### src/rtl/smap_pkg.sv
// Shared types and the two bank-number shuffles of the mapper.
// Assumes 8-bit bank values; all users import this package.
package smap_pkg;

    localparam int BANK_W    = 8;
    localparam int NUM_SLOTS = 8;
    localparam int SEL_W     = $clog2(NUM_SLOTS);
    localparam int PRG_LO    = 6;   // first program slot
    localparam int PRG_HI    = 7;   // second program slot

    typedef logic [BANK_W-1:0] bank_t;

    typedef enum logic [2:0] {
        K_NONE,
        K_MODE,
        K_CMD,
        K_BANK,
        K_MIRROR
    } wr_kind_t;

    // Pattern shuffle: new bit order 5,4,2,6,7,3,1,0 (msb first).
    function automatic bank_t shuffle_pat(input bank_t v);
        return {v[5], v[4], v[2], v[6], v[7], v[3], v[1], v[0]};
    endfunction

    // Program shuffle: small values use a 5-bit reorder, others are offset then pattern-shuffled.
    function automatic bank_t shuffle_prg(input bank_t v);
        bank_t t;
        if (v < 8'h20) begin
            t = {3'b000, v[2], v[1], v[3], v[4], v[0]};
        end else begin
            t = shuffle_pat(v - 8'h20);
        end
        return t;
    endfunction

endpackage

### src/rtl/smap_decode.sv
// Write decoder: classifies one CPU write into a register target.
// Assumes a single-cycle write strobe; the mode port is matched on the
// full address, the mapper registers on the address ANDed with 0xFF01.
module smap_decode
    import smap_pkg::*;
#(
    parameter logic [15:0] MODE_ADDR = 16'h5000,
    parameter logic [15:0] REG_MASK  = 16'hFF01
) (
    input  logic        clk,
    input  logic        rst_n,
    input  logic        we,
    input  logic [15:0] addr,
    output wr_kind_t    kind
);

    logic [15:0] masked;
    assign masked = addr & REG_MASK;

    // Map the strobe and address onto one write target.
    always_comb begin
        kind = K_NONE;
        if (we) begin
            if (addr == MODE_ADDR) begin
                kind = K_MODE;
            end else begin
                unique case (masked)
                    16'h8000, 16'h8800: kind = K_CMD;
                    16'h8001, 16'h8801: kind = K_BANK;
                    16'hA000, 16'hA800: kind = K_MIRROR;
                    default:            kind = K_NONE;
                endcase
            end
        end
    end


    wram_quiet_chk: assert property (@(posedge clk) disable iff (!rst_n)
        (addr[15:13] == 3'b011) |-> (kind == K_NONE));


    idle_quiet_chk: assert property (@(posedge clk) disable iff (!rst_n)
        !we |-> (kind == K_NONE));

endmodule

### src/rtl/smap_scramble.sv
// Bank-number scrambler: passes the written value through, or through the
// pattern or program shuffle when the mode flag is on. Purely combinational.
module smap_scramble
    import smap_pkg::*;
(
    input  logic  clk,
    input  logic  rst_n,
    input  logic  mode_on,
    input  logic  to_prg,
    input  bank_t raw,
    output bank_t cooked
);

    // Pick the rule that matches the mode and the destination slot.
    always_comb begin
        if (!mode_on) begin
            cooked = raw;
        end else if (to_prg) begin
            cooked = shuffle_prg(raw);
        end else begin
            cooked = shuffle_pat(raw);
        end
    end


    pat_weight_chk: assert property (@(posedge clk) disable iff (!rst_n)
        (mode_on && !to_prg) |-> ($countones(cooked) == $countones(raw)));


    prg_small_chk: assert property (@(posedge clk) disable iff (!rst_n)
        (mode_on && to_prg && raw < 8'h20) |-> (cooked < 8'h20));

endmodule

### src/rtl/smap_bank_regs.sv
// Command register and bank slot file. The slot chosen by the command's low
// bits loads the already-scrambled value. Slot PRG_HI resets to 1 so the
// second program window starts at bank 1; every other slot resets to 0.
module smap_bank_regs
    import smap_pkg::*;
(
    input  logic                       clk,
    input  logic                       rst_n,
    input  logic                       cmd_we,
    input  logic                       bank_we,
    input  bank_t                      cmd_data,
    input  bank_t                      bank_data,
    output logic [SEL_W-1:0]           sel,
    output bank_t [NUM_SLOTS-1:0]      slots
);

    bank_t cmd_q;

    // Hold the last command byte.
    always_ff @(posedge clk) begin
        if (!rst_n)      cmd_q <= '0;
        else if (cmd_we) cmd_q <= cmd_data;
    end

    assign sel = cmd_q[SEL_W-1:0];

    for (genvar i = 0; i < NUM_SLOTS; i++) begin : g_slot
        localparam bank_t RST_VAL = (i == PRG_HI) ? bank_t'(1) : bank_t'(0);

        // Load this slot when it is the selected target of a bank write.
        always_ff @(posedge clk) begin
            if (!rst_n)                              slots[i] <= RST_VAL;
            else if (bank_we && sel == SEL_W'(i))    slots[i] <= bank_data;
        end


        slot_hold_chk: assert property (@(posedge clk) disable iff (!rst_n)
            !(bank_we && sel == SEL_W'(i)) |=> $stable(slots[i]));
    end


    cmd_hold_chk: assert property (@(posedge clk) disable iff (!rst_n)
        !cmd_we |=> $stable(cmd_q));

endmodule

### src/rtl/scramble_mapper.sv
// Mapper top: write decode, scramble mode flag, mirroring select, bank
// slots and address translation for both memories.
// Assumes PRG_BANKS is a power of two and at least 4; outputs are
// combinational from stored state and the current addresses.
module scramble_mapper
    import smap_pkg::*;
#(
    parameter int PRG_BANKS = 16,
    localparam int PRG_W    = $clog2(PRG_BANKS)
) (
    input  logic             clk,
    input  logic             rst_n,
    input  logic             cpu_we,
    input  logic [15:0]      cpu_addr,
    input  logic [7:0]       cpu_wdata,
    input  logic             four_screen,
    input  logic [2:0]       ppu_page,
    output logic [7:0]       chr_bank,
    output logic [PRG_W-1:0] prg_bank,
    output logic             mirror_horiz
);

    localparam logic [PRG_W-1:0] LAST_BANK = PRG_W'(PRG_BANKS - 1);
    localparam logic [PRG_W-1:0] NEXT_LAST = PRG_W'(PRG_BANKS - 2);

    wr_kind_t              kind;
    logic                  mode_q;
    logic                  mirror_q;
    logic [SEL_W-1:0]      sel;
    bank_t [NUM_SLOTS-1:0] slots;
    bank_t                 cooked;
    bank_t                 pat_base;
    bank_t                 prg_full;

    smap_decode u_dec (
        .clk   (clk),
        .rst_n (rst_n),
        .we    (cpu_we),
        .addr  (cpu_addr),
        .kind  (kind)
    );

    smap_scramble u_scr (
        .clk     (clk),
        .rst_n   (rst_n),
        .mode_on (mode_q),
        .to_prg  (sel >= SEL_W'(PRG_LO)),
        .raw     (cpu_wdata),
        .cooked  (cooked)
    );

    smap_bank_regs u_regs (
        .clk       (clk),
        .rst_n     (rst_n),
        .cmd_we    (kind == K_CMD),
        .bank_we   (kind == K_BANK),
        .cmd_data  (cpu_wdata),
        .bank_data (cooked),
        .sel       (sel),
        .slots     (slots)
    );

    // Scramble mode flag: only two data codes act on it.
    always_ff @(posedge clk) begin
        if (!rst_n) begin
            mode_q <= 1'b0;
        end else if (kind == K_MODE) begin
            if (cpu_wdata == 8'h00)      mode_q <= 1'b0;
            else if (cpu_wdata == 8'h02) mode_q <= 1'b1;
        end
    end

    // Mirroring select, frozen while the board has four name tables.
    always_ff @(posedge clk) begin
        if (!rst_n)                               mirror_q <= 1'b0;
        else if (kind == K_MIRROR && !four_screen) mirror_q <= cpu_wdata[0];
    end

    assign mirror_horiz = mirror_q;

    // Pattern window to 1 KB bank: lower half pairs, upper half singles.
    always_comb begin
        if (!ppu_page[2]) begin
            pat_base = slots[ppu_page[1]];
            chr_bank = {pat_base[7:1], ppu_page[0]};
        end else begin
            pat_base = '0;
            chr_bank = slots[{1'b0, ppu_page[1:0]} + 3'd2];
        end
    end

    // Program window to 8 KB bank: two switchable, two fixed at the top.
    always_comb begin
        prg_full = '0;
        unique case (cpu_addr[14:13])
            2'd0: begin prg_full = slots[PRG_LO]; prg_bank = prg_full[PRG_W-1:0]; end
            2'd1: begin prg_full = slots[PRG_HI]; prg_bank = prg_full[PRG_W-1:0]; end
            2'd2: prg_bank = NEXT_LAST;
            default: prg_bank = LAST_BANK;
        endcase
    end


    mode_hold_chk: assert property (@(posedge clk) disable iff (!rst_n)
        !(cpu_we && cpu_addr == 16'h5000 && (cpu_wdata == 8'h00 || cpu_wdata == 8'h02))
        |=> $stable(mode_q));


    mirror_lock_chk: assert property (@(posedge clk) disable iff (!rst_n)
        four_screen |=> $stable(mirror_horiz));


    fixed_window_chk: assert property (@(posedge clk) disable iff (!rst_n)
        (cpu_addr[14:13] == 2'd3) |-> (prg_bank == LAST_BANK));


    odd_half_chk: assert property (@(posedge clk) disable iff (!rst_n)
        (!ppu_page[2] && ppu_page[0]) |-> chr_bank[0]);

endmodule

### config.mk
export PLATFORM = sky130hd
export DESIGN_NAME = scramble_mapper
export DESIGN_NICKNAME = d
export VERILOG_FILES = /design/src/rtl/smap_pkg.sv /design/src/rtl/smap_decode.sv /design/src/rtl/smap_scramble.sv /design/src/rtl/smap_bank_regs.sv /design/src/rtl/scramble_mapper.sv
export SDC_FILE = /design/constraint.sdc
export NUM_CORES = 1
export LEC_CHECK = 0
export CAP_MARGIN = 20
export CELL_PAD_IN_SITES_DETAIL_PLACEMENT = 0
export CELL_PAD_IN_SITES_GLOBAL_PLACEMENT = 1
export CORE_ASPECT_RATIO = 1.25
export CORE_MARGIN = 4
export CORE_UTILIZATION = 43
export DETAILED_ROUTE_END_ITERATION = 12
export DONT_BUFFER_PORTS = 1
export PLACE_DENSITY_LB_ADDON = 0.3
export SLEW_MARGIN = 20
export SYNTH_ARGS = -nofsm -noshare
export SYNTH_HDL_FRONTEND = slang
export SYNTH_SLANG_ARGS = --single-unit
### constraint.sdc
create_clock -name clk -period 2.1 [get_ports clk]
set_clock_uncertainty 0.1 [all_clocks]
set_input_delay 0.42 -clock clk [delete_from_list [all_inputs] [get_ports clk]]
set_output_delay 0.42 -clock clk [all_outputs]
set_load 0.03 [all_outputs]
Yosys cells after proc, flatten, opt, wreduce, memory -nomap -nowiden
Index checks and enable logic that the tools add are counted.
{ "word_totals": {"in_bits": 31, "ram_bits": 0, "reg_bits": 69, "latch_bits": 0, "memories": 0, "romBits": 0} }
{ "op_classes": {"add_sub_neg": 2, "order_cmp": 4, "mul": 0, "n_mux": 14, "n_reduce_logical": 18, "n_div": 0, "shift": 0, "bitwise_logic": 0, "eq_ne": 21} }
{ "op_table": {"columns": ["op", "count"], "rows": [
  ["8-bit two-way mux", 7],
  ["9-bit equality test, second input constant", 6],
  ["8-bit binary-select mux with 3-bit select", 1],
  ["16-bit by 15-bit equality test with 1-bit output, second input constant", 1],
  ["3-bit equality test, second input constant", 5],
  ["3-bit by 2-bit equality test with 1-bit output, second input constant", 4],
  ["4-bit case mux with 3 select lines", 1],
  ["1-bit logical AND", 9],
  ["3-bit case mux with 3 select lines", 1],
  ["8-bit by 2-bit equality test with 1-bit output, second input constant", 1],
  ["8-bit logical NOT", 1],
  ["8-bit by 6-bit less-than comparator with 1-bit output, second input constant", 1],
  ["8-bit by 6-bit subtractor with 8-bit output, second input constant", 1],
  ["3-bit by 1-bit equality test with 1-bit output, second input constant", 2],
  ["3-bit two-way mux", 2],
  ["2-bit OR reduction", 3],
  ["1-bit by 4-bit less-than comparator with 1-bit output, second input constant", 1],
  ["3-bit by 4-bit less-than comparator with 1-bit output, second input constant", 1],
  ["2-bit by 2-bit adder with 3-bit output, second input constant", 1],
  ["3-bit >= comparator, second input constant", 1],
  ["3-bit logical NOT", 1],
  ["2-bit by 1-bit equality test with 1-bit output, second input constant", 1],
  ["2-bit equality test, second input constant", 1],
  ["2-bit logical NOT", 1],
  ["4 further kinds", 5]
]} }

Depth between registers and ports, before layout
Gate-level depths: netlist of the first run.
{ "logic_depth": {"ltp_word": 7, "depth_mapped": 6} }

Modules after synthesis
A second synthesis of the first run with hierarchy kept.
{ "hier_totals": {"cells_unflattened": 336, "hier_area_um2": 3298.2} }
{ "by_module_without_submodules": {"columns": ["mod", "area_each_um2", "cells_each", "instances"], "rows": [
  ["smap_bank_regs", 2466.1, 236, 1],
  ["scramble_mapper", 545.5, 60, 1],
  ["smap_scramble", 201.4, 29, 1],
  ["smap_decode", 85.1, 11, 1]
]} }

Least setup slack after synthesis of the first run
No wires, ideal clock.
{ "synth_path": {"kind": "input-to-output", "from": "in ppu_page[1]", "to": "out chr_bank[1]", "t_required_ns": 1.580, "arrival_time_ns": 2.001, "slack_ns": -0.421, "cell_stages": 4, "path_cell_list": "clkbuf_1 buf_1 mux2i_1 o21ai_0"} }
{ "synth_via": {"elab_chain_len": 4, "elab_cells_between_ends": 6, "cone_classes": "add/sub (1); mux (5)"} }
{ "synth_lines": {"columns": ["item", "line", "rtl"], "rows": [
  ["start: declaration", "scramble_mapper.sv:17", "input logic [2:0] ppu_page,"],
  ["2-bit by 2-bit adder with 3-bit output", "scramble_mapper.sv:88", "chr_bank = slots[{1'b0, ppu_page[1:0]} + 3'd2];"],
  ["8-bit binary-select mux with 3-bit select", "scramble_mapper.sv:88", null],
  ["8-bit two-way mux (implied by the code)", "scramble_mapper.sv:88", null],
  ["8-bit two-way mux (*)", "scramble_mapper.sv:83", "if (!ppu_page[2]) begin"],
  ["end: declaration", "scramble_mapper.sv:18", "output logic [7:0] chr_bank,"]
]} }
Every way passes the cells marked *; elsewhere a longest branch is shown, timed or not. The select of a mux whose other input is x is not followed.

Final worst setup path of the first run
{ "layout_path": {"from": "reg u_regs.cmd_q[2]", "to": "reg u_regs.slots[7] (netlist name)"} }
{ "layout_via": {"elab_chain_len": 3, "elab_cells_between_ends": 5, "cone_classes": "order compare (1); mux (2); reduce/logical (2)"} }
{ "layout_lines": {"columns": ["item", "line", "rtl"], "rows": [
  ["start: declaration", "smap_bank_regs.sv:17", "bank_t cmd_q;"],
  ["start signal: assignment", "smap_bank_regs.sv:22", "else if (cmd_we) cmd_q <= cmd_data;"],
  ["3-bit >= comparator", "scramble_mapper.sv:47", ".to_prg (sel >= SEL_W'(PRG_LO)),"],
  ["8-bit two-way mux", "smap_scramble.sv:18", "end else if (to_prg) begin"],
  ["8-bit two-way mux", "smap_scramble.sv:16", "if (!mode_on) begin"],
  ["end signal: indexed assignment", "smap_bank_regs.sv:33", "else if (bank_we && sel == SEL_W'(i)) slots[i] <= bank_data;"],
  ["end: declaration", "smap_bank_regs.sv:14", "output bank_t [NUM_SLOTS-1:0] slots"]
]} }
Several ways; a longest one is shown, not always the timed one.
A chain may end at the register's enable or synchronous reset.

==> impl_metrics.yaml, run 1 <==
status:
  status: "complete, no violations"
sta:
  final_hold_viol_count: 0
  finalMaxSlewViolations: 0
  period_minus_slack_ps: 1940
  post-route-period-util: 0.923
  slew-limit-headroom: 0.571
  rsz0062_at_grt: "no"
  max_freq_mhz: 516
  setup_viol: 0
  worst_slew_pin_slew_ps: 639
  whs_ps: 56.7
drt:
  routedWlPerCell_um: 16.2
  first_pass_iters: 4
  via_per_inst: 5.37
  vias: 2244
  drc: 0
  drtIter0Drc: 92
  ant_nets: 0
  drt-total-wl_mm: 6.77
pwr:
  p_sw_uw: 545
  cellLeakagePower_nw: 1.20
  power_density_nw_per_um2: 701
  power_frac_seq: 0.469
  power.share.clock: 0.488
  p_sw_frac: 0.229
  ir_drop_mv: 0.468
  combinationalPowerShare: 0.043
  internal-power_mw: 1.84
hold_path:
  hp-class: "in2reg"
floorplan:
  die_area_um2: 8300
  die_h_um: 101
  num_io_pins: 44
  rows: 33
  die_width_um: 82.3
  coreArea_um2: 6650
  start_util: 0.446
critical_path:
  r2r-end: "u_regs.slots[7]"
  cp-start-kind: "register"
  crit_start: "u_regs.cmd_q[2]"
  end_kind: "register"
  r2r_start: "u_regs.cmd_q[2]"
  path_buf_inv: 1
  cpMaxStageDelayCell: "or4b_1"
  critPathCapture: "u_regs.slots[7]"
  crit_family: "simple AND/OR/NAND/NOR gates"
  cp.depth: 5
  crit_arrival_ps: 2040
  cp_cell_sequence: "or4b_1 > nor4_4 > buf_4 > mux2i_1 > nor2_1"
  cp_max_fo: 5
  worstRegToRegCells: 5
  cp.required_ps: 2210
  reg2reg_slack_ps: 160
  crit_path_max_incr_delay_ps: 640
  path_class: "reg2reg"
logic_synthesis:
  yosys.area.top_type: "dfxtp_1"
  ys.flop_type: "dfxtp_1"
  synth_area_per_cell_um2: 9.45
  synth_commonest_cells: "59 x dfxtp_1, 39 x o21ai_0, 38 x nor2_1"
  synth_edf_count: 0
  yosysMostFrequentCell: "dfxtp_1"
  yosys.area.top_type_share: 0.398
  ys_warn_count: 0
  synth_cell_types: 44
  async_reset_ff_frac: 0
  synthesis.area_um2: 2970
  synthTopCellsByArea: "dfxtp_1 40%, mux2i_1 11%, o21ai_0 6.6%"
  synthCells: 314
  ys_ff_latch: 59
  yosysSeqAreaShare: 0.398
  synthesis.nets: 346
cts:
  clkTransAtPathRegs_ps: 70
  cts_tree: "done"
  cts.sinks: 59
  numCtsBuffers: 9
  clock_latency_ps: 330
  cts_root_buffer: "clkbuf_8"
  clk_path_buf_depth: 2
  htree_levels: 3
layout:
  multi_input_area_um2: 1630
  nNetsFinal: 358
  fillers: 631
  seqCellArea_um2: 1180
  n_antenna_cell: 0
  drive_gt1_frac: 0.224
  stdcell_area_um2: 3400
  fin_util: 0.512
  area_growth_syn_to_layout_pct: 14.6
global_routing:
  grt_usage: 0.181
  grt_overflow_total: 0
  grt_pass1_wl_mm: 11.4
  antenna_found_initial: 0
  grt_max_degree: 36
  grt_pass1_vias: 2233
job:
  max_cap_viol_count: 0
place:
  io_buffers: 0
  post_dp_cell_area_um2: 3180
  dp_hpwl_mm: 4.88
  gp_routability_congestion: 0.802
[cell families (layout without fill, tap and decap cells)]
family | Yosys count | after routing | synth area share
AO/OA/AOI/OAI | 76 | 76 | 0.148
adder cells (fa/ha/maj) | 1 | 1 | 0.00422
buffers and inverters | 36 | 53 | 0.0611
flip-flops | 59 | 59 | 0.398
multiplexers | 49 | 49 | 0.198
AND/OR/NAND/NOR | 93 | 93 | 0.191
[metrics by stage]
| step | setup slack, ps | total power, mW | cells | setup TNS, ps |
|---|---|---|---|---|
| finish | 162 | 2.38 | 418 | 0 |
| global route | 80.7 | 2.49 | 418 | 0 |
| CTS | 75.8 | 2.41 | 418 | 0 |
| detailed placement | -54.0 | 1.25 | 402 | -189 |
| global placement | -19.9 | 1.25 | 402 | -97.3 |
| floorplan | -45.4 | 1.24 | 314 | -90.7 |
[what timing repair did]
action	CTS	global route
hold endpoints to repair	0	0
resized for setup	0	1
setup buffers	0	0
setup endpoints to repair	0	3
hold buffers	0	0
[layout make-up]
cell class                 count  share of cell area
multi-input combinational    219               0.480
clock buffer                   9              0.0364
inverter                       9             0.00993
timing repair buffer          28              0.0655
sequential                    59               0.347
tap                           87              0.0320
clock inverter                 7              0.0294
[flip-flops by register name (all words and copies together) (netlist names)]
signal,flops
u_regs.slots,54
u_regs.cmd_q,3
mirror_horiz,1
mode_q,1
[power groups by stage]
stage                     sequential [mW]  combinational, mW  clock, mW
after floorplan                      1.14             0.0993          0
after CTS                            1.12              0.103       1.19
final                                1.12              0.102       1.16
after global placement               1.14              0.103          0
after detailed placement             1.14              0.103          0
after global routing                 1.12              0.109       1.26
[layout by cell type, fill, tap and decap left out, types with 2 or more instances in the layout]
cell type,synthesis,routed
nand4b_1,2,2
inv_6,0,2
a211o_1,3,3
inv_1,8,8
nand2_1,18,18
or4bb_1,2,2
clkinv_4,0,2
mux4_2,7,7
a211oi_1,10,10
nor2_1,38,37
buf_4,3,27
nor4_1,4,4
or4_1,2,2
nor2b_1,4,4
nand2b_1,3,3
mux2i_1,34,34
o21ai_1,2,9
clkbuf_8,0,9
a21oi_1,17,17
nor4_4,3,5
nor3_4,2,2
o21ai_0,39,32
and4_1,2,2
bufinv_16,0,2
mux2_2,8,8
or3b_2,2,2
dfxtp_1,59,59
[worst register-to-register path: cells and delay by family, from the launching register on]
family / cells / cell delay, ps
flip-flops: 1 / 400
multiplexers: 1 / 190
AND/OR/NAND/NOR: 3 / 920
buffers and inverters: 1 / 200
[metal layers]
layer / GRT usage / share of wire / vias up
met5: 0 / 0 / -
met3: 0.0429 / 0.025 / 10
met1: 0.235 / 0.46 / 1058
met4: 0.0691 / 0.017 / 0
met2: 0.288 / 0.50 / 23
li1: - / - / 1153
[worst min path at each step]
stage	to	cells after the start	start
after floorplan	u_regs.slots[36]	2	u_regs.slots[36]
after global placement	u_regs.slots[28]	2	u_regs.slots[28]
after detailed placement	u_regs.slots[36]	2	u_regs.slots[36]
after CTS	u_regs.slots[56]	1	rst_n
after global routing	u_regs.slots[56]	1	rst_n
final	u_regs.slots[56]	1	rst_n
Power figures use the tool's default switching activity.
==> run 2, diff against run 1 <==
--- a/config.mk
+++ b/config.mk
@@ -13,7 +13,7 @@
 export CORE_UTILIZATION = 43
 export DETAILED_ROUTE_END_ITERATION = 12
 export DONT_BUFFER_PORTS = 1
-export PLACE_DENSITY_LB_ADDON = 0.3
+export PLACE_DENSITY = 0.77
 export SLEW_MARGIN = 20
 export SYNTH_ARGS = -nofsm -noshare
 export SYNTH_HDL_FRONTEND = slang
==> run 2 against run 1 <==
Effect of this change: setup slack got worse by 28 ps; hold slack worse by 5.4 ps; wire length is 1.2% higher; design area fell by 0.74%; die area unchanged; critical path depth did not move; combinational power about the same; first-iteration DRC count is 8.7% lower; cell count decreased by 0.72%; clock-buffer cell count unchanged; sequential power about the same; register-to-register slack got worse by 30 ps.
==> impl_metrics.yaml, run 2 (synthesis results as in run 1) <==
cts:
  clkTransAtPathRegs_ps: 80
  post_cts.repair.setup_buffers: 0
  htree_levels: 3
  numCtsBuffers: 9
  cts-hold-fix-buffers: 0
  clock_latency_ps: 340
  clk_path_buf_depth: 2
  cts.sinks: 59
  cts_root_buffer: "clkbuf_8"
  cts_tree: "done"
  cts_resized: 0
sta:
  worst_slew_pin_slew_ps: 743
  whs_ps: 51.3
  slew-limit-headroom: 0.503
  max_freq_mhz: 509
  final_hold_viol_count: 0
  setup_slack_ps: 134
  rsz0062_at_grt: "no"
  setup_viol: 0
  period_minus_slack_ps: 1970
  finalMaxSlewViolations: 0
  post-route-period-util: 0.936
critical_path:
  path_class: "reg2reg"
  r2r-end: "u_regs.slots[19]"
  cp_max_fo: 8
  critPathCapture: "u_regs.slots[19]"
  cp.required_ps: 2210
  cpMaxStageDelayCell: "nor2_1"
  r2r_start: "u_regs.cmd_q[2]"
  crit_arrival_ps: 2070
  crit_start: "u_regs.cmd_q[2]"
  worstRegToRegCells: 5
  cp-start-kind: "register"
  reg2reg_slack_ps: 130
  end_kind: "register"
  crit_path_max_incr_delay_ps: 580
  cp_cell_sequence: "buf_4 > and4_1 > o22ai_1 > nor2_1 > a21oi_1"
drt:
  drc: 0
  drtIter0Drc: 84
  drt-total-wl_mm: 6.85
  via_per_inst: 5.50
  ant_nets: 0
  vias: 2283
  routedWlPerCell_um: 16.5
  first_pass_iters: 4
job:
  max_cap_viol_count: 0
place:
  io_buffers: 0
  gp_routability_congestion: 0.776
  detailedPlace.worstSlack_ps: -51.3
  placed_cells: 399
  post_dp_cell_area_um2: 3150
  dp_hpwl_mm: 4.83
pwr:
  cellLeakagePower_nw: 1.19
  power_mw: 2.39
  power_density_nw_per_um2: 707
  ir_drop_mv: 0.428
layout:
  mostFrequentLayoutCell: "dfxtp_1"
  stdcell_area_um2: 3380
  top_regs: "u_regs.slots: 54 flops, u_regs.cmd_q: 3 flops"
  fin_cells: 415
  n_antenna_cell: 0
  area_growth_syn_to_layout_pct: 13.8
  drive_gt1_frac: 0.213
  largest_register: "u_regs.slots"
  final_cell_mix: "59 x dfxtp_1, 38 x nor2_1, 34 x mux2i_1"
  nNetsFinal: 355
  largest_reg_flops: 54
global_routing:
  grt_overflow_total: 0
  grtUsageMet3: 0.0394
  antenna_found_initial: 0
  grt_max_degree: 36
  grt_pass1_wl_mm: 11.3
  grt.busiest_layer: "met2"
  grt_usage: 0.181
  grt_pass1_vias: 2250
  use_met1: 0.225
  met2_usage: 0.291
hold_path:
  hp-class: "in2reg"
  hold_start: "rst_n"
floorplan:
  num_io_pins: 44
  die_area_um2: 8300
  rows: 33
  die_width_um: 82.3
  start_util: 0.446
  die_h_um: 101
  coreArea_um2: 6650
status:
  status: "complete, no violations"
[run 2: cell count changes in the layout (fill, tap and decap cells not counted), sizes merged]
cell	delta
buf	-3
clkinv	+1
inv	-1
[run 2: per-layer routing]
| layer | up-vias | routed length [um] |
|---|---|---|
| met5 | - | 0 |
| met4 | 0 | 145 |
| met3 | 15 | 183 |
| met2 | 29 | 3440 |
| met1 | 1087 | 3080 |
| li1 | 1152 | - |
[run 2: worst min-delay path by stage]
stage | to | slack, ps | cells after the start
finish | u_regs.slots[56] | 50 | 1
global route | u_regs.slots[56] | 40 | 1
CTS | u_regs.slots[56] | 30 | 1
detailed placement | u_regs.slots[12] | 350 | 2
global placement | u_regs.slots[44] | 340 | 2
floorplan | u_regs.slots[36] | 330 | 2
[run 2: layout make-up]
cell class | count | area, um2
clock buffer | 9 | 124
clock inverter | 7 | 100
fill | 648 | 3270
inverter | 9 | 33.8
multi-input combinational | 219 | 1630
sequential | 59 | 1180
tap | 87 | 109
timing repair buffer | 25 | 200
[run 2: stage by stage]
step / util / TNS, ps
4_1_cts: 0.508 / 0
6_report: 0.508 / 0
3_3_place_gp: 0.474 / -211
2_1_floorplan: - / -90.7
3_5_place_dp: 0.474 / -488
5_1_grt: 0.508 / 0
[run 2: critical path, delay by kind of cell, from the launching register on]
kind | cells | cell delay, ps
compound gates | 2 | 240
simple gates | 2 | 800
buf+inv | 1 | 210
flops | 1 | 480
[run 2: where the power goes]
part	total (mW)	switching, mW	internal, mW
Sequential	1.12	0.000248	1.12
Clock	1.17	0.493	0.675
Combinational	0.0996	0.0589	0.0407
Total	2.39	0.552	1.83
